<file path="config.mk">
export PLATFORM = sky130hd
export DESIGN_NAME = clkmode_locs_ctrl
export DESIGN_NICKNAME = d
export VERILOG_FILES = /design/src/rtl/clkmode_pkg.sv /design/src/rtl/clkmode_strap_latch.sv /design/src/rtl/clkmode_loc_status.sv /design/src/rtl/clkmode_rdport.sv /design/src/rtl/clkmode_locs_ctrl.sv
export SDC_FILE = /design/constraint.sdc
export NUM_CORES = 1
export LEC_CHECK = 0
export BUFFER_PORTS_ARGS = -buffer_cell sky130_fd_sc_hd__buf_4
export CORE_ASPECT_RATIO = 1.1
export CORE_MARGIN = 2
export CORE_UTILIZATION = 40
export DETAILED_ROUTE_END_ITERATION = 10
export GPL_ROUTABILITY_DRIVEN = 0
export GPL_TIMING_DRIVEN = 0
export PLACE_DENSITY = 0.81
export RECOVER_POWER = 50
export SYNTH_ARGS = -nofsm -noshare
export SYNTH_HDL_FRONTEND = slang
export SYNTH_SLANG_ARGS = --single-unit
export TNS_END_PERCENT = 30
</file>
<file path="constraint.sdc">
create_clock -name clk -period 2.3 [get_ports clk]
set_input_delay 0.23 -clock clk [delete_from_list [all_inputs] [get_ports clk]]
set_output_delay 0.23 -clock clk [all_outputs]
set_load 0.005 [all_outputs]
</file>
<file path="src/rtl/clkmode_pkg.sv">
package clkmode_pkg;

  typedef enum logic [1:0] {
    MODE_EXT        = 2'd0,
    MODE_PLL_1TO1   = 2'd1,
    MODE_PLL_EXTREF = 2'd2,
    MODE_PLL_XTAL   = 2'd3
  } clk_mode_e;

  localparam int STRAP_W = 3;
  localparam int STOP_W  = 2;
  localparam logic [STOP_W-1:0] STOP_ALL_OFF = 2'b11;

  // Straps: {pll enable, pll select, reference}
  function automatic clk_mode_e strap_decode(input logic [STRAP_W-1:0] s);
    case (s)
      3'b100:  return MODE_PLL_1TO1;
      3'b110:  return MODE_PLL_EXTREF;
      3'b111:  return MODE_PLL_XTAL;
      default: return MODE_EXT;
    endcase
  endfunction

  function automatic logic strap_valid(input logic [STRAP_W-1:0] s);
    return (s == 3'b000) || (s == 3'b100) || (s == 3'b110) || (s == 3'b111);
  endfunction

endpackage

</file>
<file path="src/rtl/clkmode_strap_latch.sv">
module clkmode_strap_latch
  import clkmode_pkg::*;
(
  input  logic               clk,
  input  logic               por_n,
  input  logic               rst_n,
  input  logic [STRAP_W-1:0] strap_i,
  output clk_mode_e          mode_o,
  output logic               strap_err_o,
  output logic               lol_o
);

  logic [STRAP_W-1:0] strap_q;
  logic               have_q;
  clk_mode_e          mode_q;
  logic               err_q;
  clk_mode_e          mode_d;
  logic               err_d;

  always_comb begin
    mode_d = strap_decode(strap_i);
    err_d  = !strap_valid(strap_i);
  end

  always_ff @(posedge clk or negedge por_n) begin
    if (!por_n) begin
      strap_q <= '0;
      have_q  <= 1'b0;
      mode_q  <= MODE_EXT;
      err_q   <= 1'b0;
    end else if (!rst_n) begin
      strap_q <= strap_i;
      have_q  <= 1'b1;
      mode_q  <= mode_d;
      err_q   <= err_d;
    end
  end

  assign lol_o       = !rst_n && have_q && (strap_i != strap_q);
  assign mode_o      = mode_q;
  assign strap_err_o = err_q;

  assert_mode_frozen_R2: assert property (@(posedge clk) disable iff (!por_n)
    (rst_n && $past(rst_n)) |-> $stable(mode_q));

  assert_lol_quiet_R4: assert property (@(posedge clk) disable iff (!por_n)
    (!rst_n && !$past(rst_n) && $stable(strap_i)) |-> !lol_o);

endmodule

</file>
<file path="src/rtl/clkmode_loc_status.sv">
module clkmode_loc_status
  import clkmode_pkg::*;
(
  input  logic              clk,
  input  logic              por_n,
  input  logic              rst_n,
  input  clk_mode_e         mode_i,
  input  logic              loc_pulse_i,
  input  logic              loc_en_i,
  input  logic              stop_i,
  input  logic [STOP_W-1:0] stop_code_i,
  input  logic              fwkup_i,
  input  logic              osc_ready_i,
  output logic              flag_o
);

  logic ext_mode;
  logic sticky_q, armed_q, recovering_q;
  logic arm_now, recover_start, record_loc;

  assign ext_mode      = (mode_i == MODE_EXT);
  assign arm_now       = stop_i && fwkup_i && (stop_code_i == STOP_ALL_OFF) && !ext_mode;
  assign recover_start = armed_q && !stop_i;
  assign record_loc    = loc_pulse_i && (loc_en_i || recovering_q) && !ext_mode;

  always_ff @(posedge clk or negedge por_n) begin
    if (!por_n) begin
      sticky_q     <= 1'b0;
      armed_q      <= 1'b0;
      recovering_q <= 1'b0;
    end else if (!rst_n) begin
      sticky_q     <= 1'b0;
      armed_q      <= 1'b0;
      recovering_q <= 1'b0;
    end else begin
      if (record_loc) sticky_q <= 1'b1;
      if (recover_start)  armed_q <= 1'b0;
      else if (arm_now)   armed_q <= 1'b1;
      if (recovering_q)   recovering_q <= !osc_ready_i;
      else                recovering_q <= recover_start;
    end
  end

  assign flag_o = !ext_mode && (sticky_q || recovering_q);

  assert_flag_sticky_R6: assert property (@(posedge clk) disable iff (!por_n || !rst_n)
    sticky_q |=> sticky_q);

  assert_disabled_ignored_R7: assert property (@(posedge clk) disable iff (!por_n || !rst_n)
    (loc_pulse_i && !loc_en_i && !recovering_q && !sticky_q) |=> !sticky_q);

  assert_ext_no_record_R8: assert property (@(posedge clk) disable iff (!por_n || !rst_n)
    ext_mode |=> !sticky_q);

  assert_recover_after_stop_R9: assert property (@(posedge clk) disable iff (!por_n || !rst_n)
    $rose(recovering_q) |-> ($past(armed_q) && !$past(stop_i)));

endmodule

</file>
<file path="src/rtl/clkmode_rdport.sv">
module clkmode_rdport #(
  parameter int DATA_W   = 8,
  parameter int FLAG_BIT = 2
) (
  input  logic              clk,
  input  logic              por_n,
  input  logic              rst_n,
  input  logic              flag_i,
  input  logic              rd_valid_i,
  output logic              rd_ready_o,
  output logic              rdata_valid_o,
  output logic [DATA_W-1:0] rdata_o,
  input  logic              rdata_ready_i
);

  logic [DATA_W-1:0] word;
  logic              resp_q;
  logic [DATA_W-1:0] data_q;
  logic              take;

  for (genvar b = 0; b < DATA_W; b++) begin : g_word
    if (b == FLAG_BIT) begin : g_flag
      assign word[b] = flag_i;
    end else begin : g_zero
      assign word[b] = 1'b0;
    end
  end

  assign rd_ready_o = !resp_q || rdata_ready_i;
  assign take       = rd_valid_i && rd_ready_o;

  always_ff @(posedge clk or negedge por_n) begin
    if (!por_n) begin
      resp_q <= 1'b0;
      data_q <= '0;
    end else if (!rst_n) begin
      resp_q <= 1'b0;
      data_q <= '0;
    end else if (take) begin
      resp_q <= 1'b1;
      data_q <= word;
    end else if (rdata_ready_i) begin
      resp_q <= 1'b0;
    end
  end

  assign rdata_valid_o = resp_q;
  assign rdata_o       = data_q;

  assert_resp_follows_R11: assert property (@(posedge clk) disable iff (!por_n || !rst_n)
    (rd_valid_i && rd_ready_o) |=> rdata_valid_o);

  assert_resp_hold_R12: assert property (@(posedge clk) disable iff (!por_n || !rst_n)
    (rdata_valid_o && !rdata_ready_i) |=> (rdata_valid_o && $stable(rdata_o)));

endmodule

</file>
<file path="src/rtl/clkmode_locs_ctrl.sv">
module clkmode_locs_ctrl
  import clkmode_pkg::*;
#(
  parameter int DATA_W   = 8,
  parameter int FLAG_BIT = 2
) (
  input  logic               clk,
  input  logic               por_n,
  input  logic               rst_n,
  input  logic [STRAP_W-1:0] strap_i,
  input  logic               loc_pulse_i,
  input  logic               loc_en_i,
  input  logic               stop_i,
  input  logic [STOP_W-1:0]  stop_code_i,
  input  logic               fwkup_i,
  input  logic               osc_ready_i,
  output logic [1:0]         mode_o,
  output logic               strap_err_o,
  output logic               lol_o,
  input  logic               rd_valid_i,
  output logic               rd_ready_o,
  output logic               rdata_valid_o,
  output logic [DATA_W-1:0]  rdata_o,
  input  logic               rdata_ready_i
);

  clk_mode_e mode;
  logic      flag;

  clkmode_strap_latch u_latch (
    .clk         (clk),
    .por_n       (por_n),
    .rst_n       (rst_n),
    .strap_i     (strap_i),
    .mode_o      (mode),
    .strap_err_o (strap_err_o),
    .lol_o       (lol_o)
  );

  clkmode_loc_status u_status (
    .clk         (clk),
    .por_n       (por_n),
    .rst_n       (rst_n),
    .mode_i      (mode),
    .loc_pulse_i (loc_pulse_i),
    .loc_en_i    (loc_en_i),
    .stop_i      (stop_i),
    .stop_code_i (stop_code_i),
    .fwkup_i     (fwkup_i),
    .osc_ready_i (osc_ready_i),
    .flag_o      (flag)
  );

  clkmode_rdport #(.DATA_W(DATA_W), .FLAG_BIT(FLAG_BIT)) u_rd (
    .clk           (clk),
    .por_n         (por_n),
    .rst_n         (rst_n),
    .flag_i        (flag),
    .rd_valid_i    (rd_valid_i),
    .rd_ready_o    (rd_ready_o),
    .rdata_valid_o (rdata_valid_o),
    .rdata_o       (rdata_o),
    .rdata_ready_i (rdata_ready_i)
  );

  assign mode_o = mode;

  assert_err_means_ext_R3: assert property (@(posedge clk) disable iff (!por_n)
    strap_err_o |-> (mode_o == MODE_EXT));

  assert_ext_reads_zero_R8: assert property (@(posedge clk) disable iff (!por_n || !rst_n)
    (rd_valid_i && rd_ready_o && mode_o == MODE_EXT) |=> (rdata_o[FLAG_BIT] == 1'b0));

endmodule

</file>
# == Word-level counts from Yosys, hierarchy flattened ==
# Cells that the tools add are included.
# op_classes
n_eq_ne,9
n_mul,0
bitwise_logic,0
div,0
n_reduce_logical,24
n_shift,0
mux,13
add_sub_neg,0
magnitude_cmp,0
# ops
op,count
8-bit two-way mux,2
1-bit logical AND,10
1-bit two-way mux,10
3-bit equality test (second input constant),3
1-bit logical NOT,6
1-bit logical OR,6
3-bit by 1-bit inequality test with 1-bit output (second input constant),2
2-bit case mux with 3 select lines,1
2-bit by 1-bit inequality test with 1-bit output (second input constant),2
3-bit logical NOT,1
3-bit inequality test,1
2-bit equality test (second input constant),1
2-bit logical NOT,1
# totals
wordCells,55
romBits,0
latchBits,0
register_bits,19
out_inout_bits,14
mem_count,0
ram_bits,0

# == Longest topological paths before layout ==
# logic_depth
depth_word,6
ltp_mapped,4
ltp_nobuf,3

# == By module ==
# From an unflattened synthesis, not the netlist that was laid out.
# unflattened
cells_unflattened,60
hier_area_um2,611.8
# modules_own_cells
mod,cells_each,area_per_inst_um2,seq_area_each_um2,n_inst
clkmode_strap_latch,29,324.1,175.2,1
clkmode_loc_status,15,145.1,75.1,1
clkmode_rdport,16,142.6,50.0,1

# == Least setup slack after synthesis ==
# No wires, ideal clock.
# synth_timing
path_kind,register to register
startpoint,reg u_latch.mode_q[1] (netlist: u_latch.mode_o[1])
endpoint,reg u_status.sticky_q
path_slack_ps,1286
t_required_ps,2181
path_buffers,0
path_stages_with_launch,4
setup_time_ps,119
arrival_ps,895
cell_sequence,dfrtp_1 or2_4 o211a_1 o21a_1
# synth_between
elab_chain_cells,4
# synth_rtl
element,line,text
start: declaration,clkmode_strap_latch.sv:15,clk_mode_e mode_q;
start signal: assignment,clkmode_strap_latch.sv:34,mode_q <= mode_d;
2-bit logical NOT,clkmode_loc_status.sv:21,assign ext_mode = (mode_i == MODE_EXT);
1-bit logical NOT,clkmode_loc_status.sv:24,assign record_loc = loc_pulse_i && (loc_en_i || recovering_q) && !ext_mode;
1-bit logical AND,clkmode_loc_status.sv:24,
2-bit by 1-bit inequality test with 1-bit output (no source line),--,
end signal: assignment,clkmode_loc_status.sv:28,sticky_q <= 1'b0;
end signal: assignment,clkmode_loc_status.sv:32,sticky_q <= 1'b0;
end signal: assignment,clkmode_loc_status.sv:36,if (record_loc) sticky_q <= 1'b1;
end: declaration,clkmode_loc_status.sv:18,"logic sticky_q, armed_q, recovering_q;"
# Every way passes these cells.
# A chain may end at the register's enable or synchronous reset.

# == Worst setup path in the final report ==
# layout_timing
startpoint,reg u_latch.strap_q[2]
endpoint,out lol_o
# layout_between
elab_chain_cells,2
# layout_rtl
element,line,text
start: declaration,clkmode_strap_latch.sv:13,logic [STRAP_W-1:0] strap_q;
start signal: assignment,clkmode_strap_latch.sv:32,strap_q <= strap_i;
3-bit inequality test,clkmode_strap_latch.sv:39,assign lol_o = !rst_n && have_q && (strap_i != strap_q);
1-bit logical AND,clkmode_strap_latch.sv:39,
end: declaration,clkmode_locs_ctrl.sv:19,"output logic lol_o,"
# Every way passes these cells.

==> impl_metrics.yaml <==
status:
  outcome: "finished clean"
global_route:
  grt_max_degree: 13
  grt_pass1_wl_mm: 1.68
  grt_use_total_pct: 12.3
  grt_pass1_vias: 427
  antenna_found_initial: 0
  grt_overflow: 0
clock_network:
  htreeDepth: 1
  clock_latency_ps: 270
  cts_buffers: 3
  clock-sinks: 12
  path_clk_slew_ps: 70
  cts-root-buf: "clkbuf_4"
  cts_tree: "yes"
  clockBufferDepth: 2
synth:
  synth-seq-cells: 12
  synth_top_area_cell: "dfrtp_1"
  async_flop_share_pct: 100
  synth_top_cells_by_area: "dfrtp_1 47%, buf_4 8.2%, xnor2_1 4.1%, mux2_2 3.5%, a41oi_2 2.5%"
  netlist-cell-type-count: 28
  syn_area_um2: 639
  ys.flop_type: "dfrtp_1"
  synth.top_cell.area_share_pct: 47.0
  avgSynthCellArea_um2: 11.4
  seq_area_frac_synth_pct: 47.0
  syn_inst: 56
  ys_warn_count: 0
  synth_edf_count: 0
worst_setup_path:
  worst-setup-path-type: "reg -> out"
  critical_path_required_ps: 2070
  cp_max_fo: 2
  crit_path_end_kind: "output port"
  reg2reg_depth: 3
  cp-start-kind: "flip-flop"
  cp.arrival_ps: 1220
drt:
  dr.pass1.iters: 2
  via_count: 467
  routed_via_density: 4.58
  drt_iter0_markers: 3
  drc_errors: 0
  ant_nets: 0
  wl_mm: 1.06
  wl_per_cell_um: 10.4
cells_and_area:
  mostFrequentLayoutCells: "25 x buf_4, 12 x dfrtp_1, 7 x conb_1"
  final_common_cell: "buf_4"
  fill_cells: 153
  fin_cells: 102
  area_growth_syn_to_layout_pct: 33.7
  final_layout_size_suffix_gt1_share_pct: 45.9
  final_nets: 102
  n_antenna_cell: 0
sta:
  worst_slew_pin_slew_ps: 626
  min_period_ps: 1450
  clock_skew_ps: 4.14
  post-route-period-util_pct: 63.0
  maxSlewHeadroom_pct: 58.3
  final_hold_viol_count: 0
  fmax_ghz: 0.691
  rsz0062_at_grt: "no"
  setup_tns_ps: 0
  whs_ps: 199
  report.final.slew_viol_count: 0
  setup_viol: 0
die:
  fp.dieH_um: 45.9
  coreArea_um2: 1540
  die_w_um: 42.1
  dieArea_um2: 1930
  start_util_pct: 41.5
  top_level_ports: 29
  num_rows: 15
power_and_ir_drop:
  p_leak_nw: 0.448
  ir_worst_vdd_mv: 0.279
  power_density_nw_per_um2: 529
placement:
  dp_hpwl_um: 856
  place_inst: 98
  numPortBuffers: 19
hold_path:
  min_path_type: "in -> reg"
  min_path_cells: 3
flow_run:
  maxCapViolCount: 0
stage by stage:
stage	instance area, um2	utilization, %	setup slack (ps)	total power, mW
3_3_place_gp	826	53.7	1150	0.330
2_1_floorplan	662	-	1290	0.290
6_report	855	55.5	852	0.452
4_1_cts	858	55.8	838	0.459
3_5_place_dp	826	53.7	1140	0.333
5_1_grt	855	55.5	784	0.481
power by group:
part	switching, mW	internal [mW]	leakage [nW]
combinational	0.0373	0.0575	0.284
clock	0.0646	0.0605	0.0138
sequential	0.00875	0.224	0.151
critical path, stage by stage (launching register included):
cell and delay (ps):
dfrtp_1 390, xnor2_1 150, a311oi_2 270, buf_4 150
state kept, by name, indices dropped and copies added (netlist names):
signal                 count
u_latch.strap_q            3
u_status.recovering_q      1
u_latch.strap_err_o        1
u_status.sticky_q          1
u_latch.have_q             1
u_latch.mode_o             2
u_rd.rdata_valid_o         1
u_rd.rdata_o               1
u_status.armed_q           1
synthesized netlist by cell type (2+ instances only):
cell / n
dfrtp_1: 12
buf_4: 7
nand2_1: 4
inv_1: 3
xnor2_1: 3
buf_2: 2
mux2_2: 2
nor2_1: 2
o21a_1: 2
kinds of logic after synthesis:
group / Yosys count / synth area share (%)
muxes: 3 / 5.09
and+or+nand+nor: 10 / 9.20
DFF: 12 / 47.0
xor gates and xnor gates: 4 / 5.48
other: 1 / 0.587
buffers and inverters: 13 / 13.3
AOI/OAI and AO/OA: 13 / 19.4
final timing paths:
kind	startpoint	end	slack, ps
worst max-delay path	u_latch.strap_q[2]	lol_o	850
worst min-delay path	stop_i	u_status.armed_q	200
worst max register to register	u_latch.mode_o[1]	u_status.sticky_q	1260
worst min register to register	u_latch.have_q	u_latch.have_q	470
max in group asynchronous	por_n	u_status.armed_q	1390
min in group asynchronous	por_n	u_rd.rdata_valid_o	500
layout make-up:
class,count,area [um2],share of cell area (%)
well taps,17,21.3,2.49
repair buffers,20,149,17.4
multi-input cells,37,277,32.4
inverters,3,11.3,1.32
clock buffers,3,22.5,2.64
flip-flops and latches,12,300,35.1
plain buffers,10,73.8,8.64
metal layers:
metal / track usage [%] / up-vias / share of wire, %
li1: - / 237 / -
met1: 13.4 / 207 / 41
met2: 20.3 / 19 / 48
met3: 2.78 / 4 / 8.1
met4: 11.3 / 0 / 3.3
met5: 0 / - / 0
timing repair:
item	4_1_cts	5_1_grt
setup endpoints to repair	0	0
endpoints found under the hold margin	12	0
buffers inserted	0	0
resized for setup	0	0
hold buffers	1	0
Power figures use the tool's default switching activity.
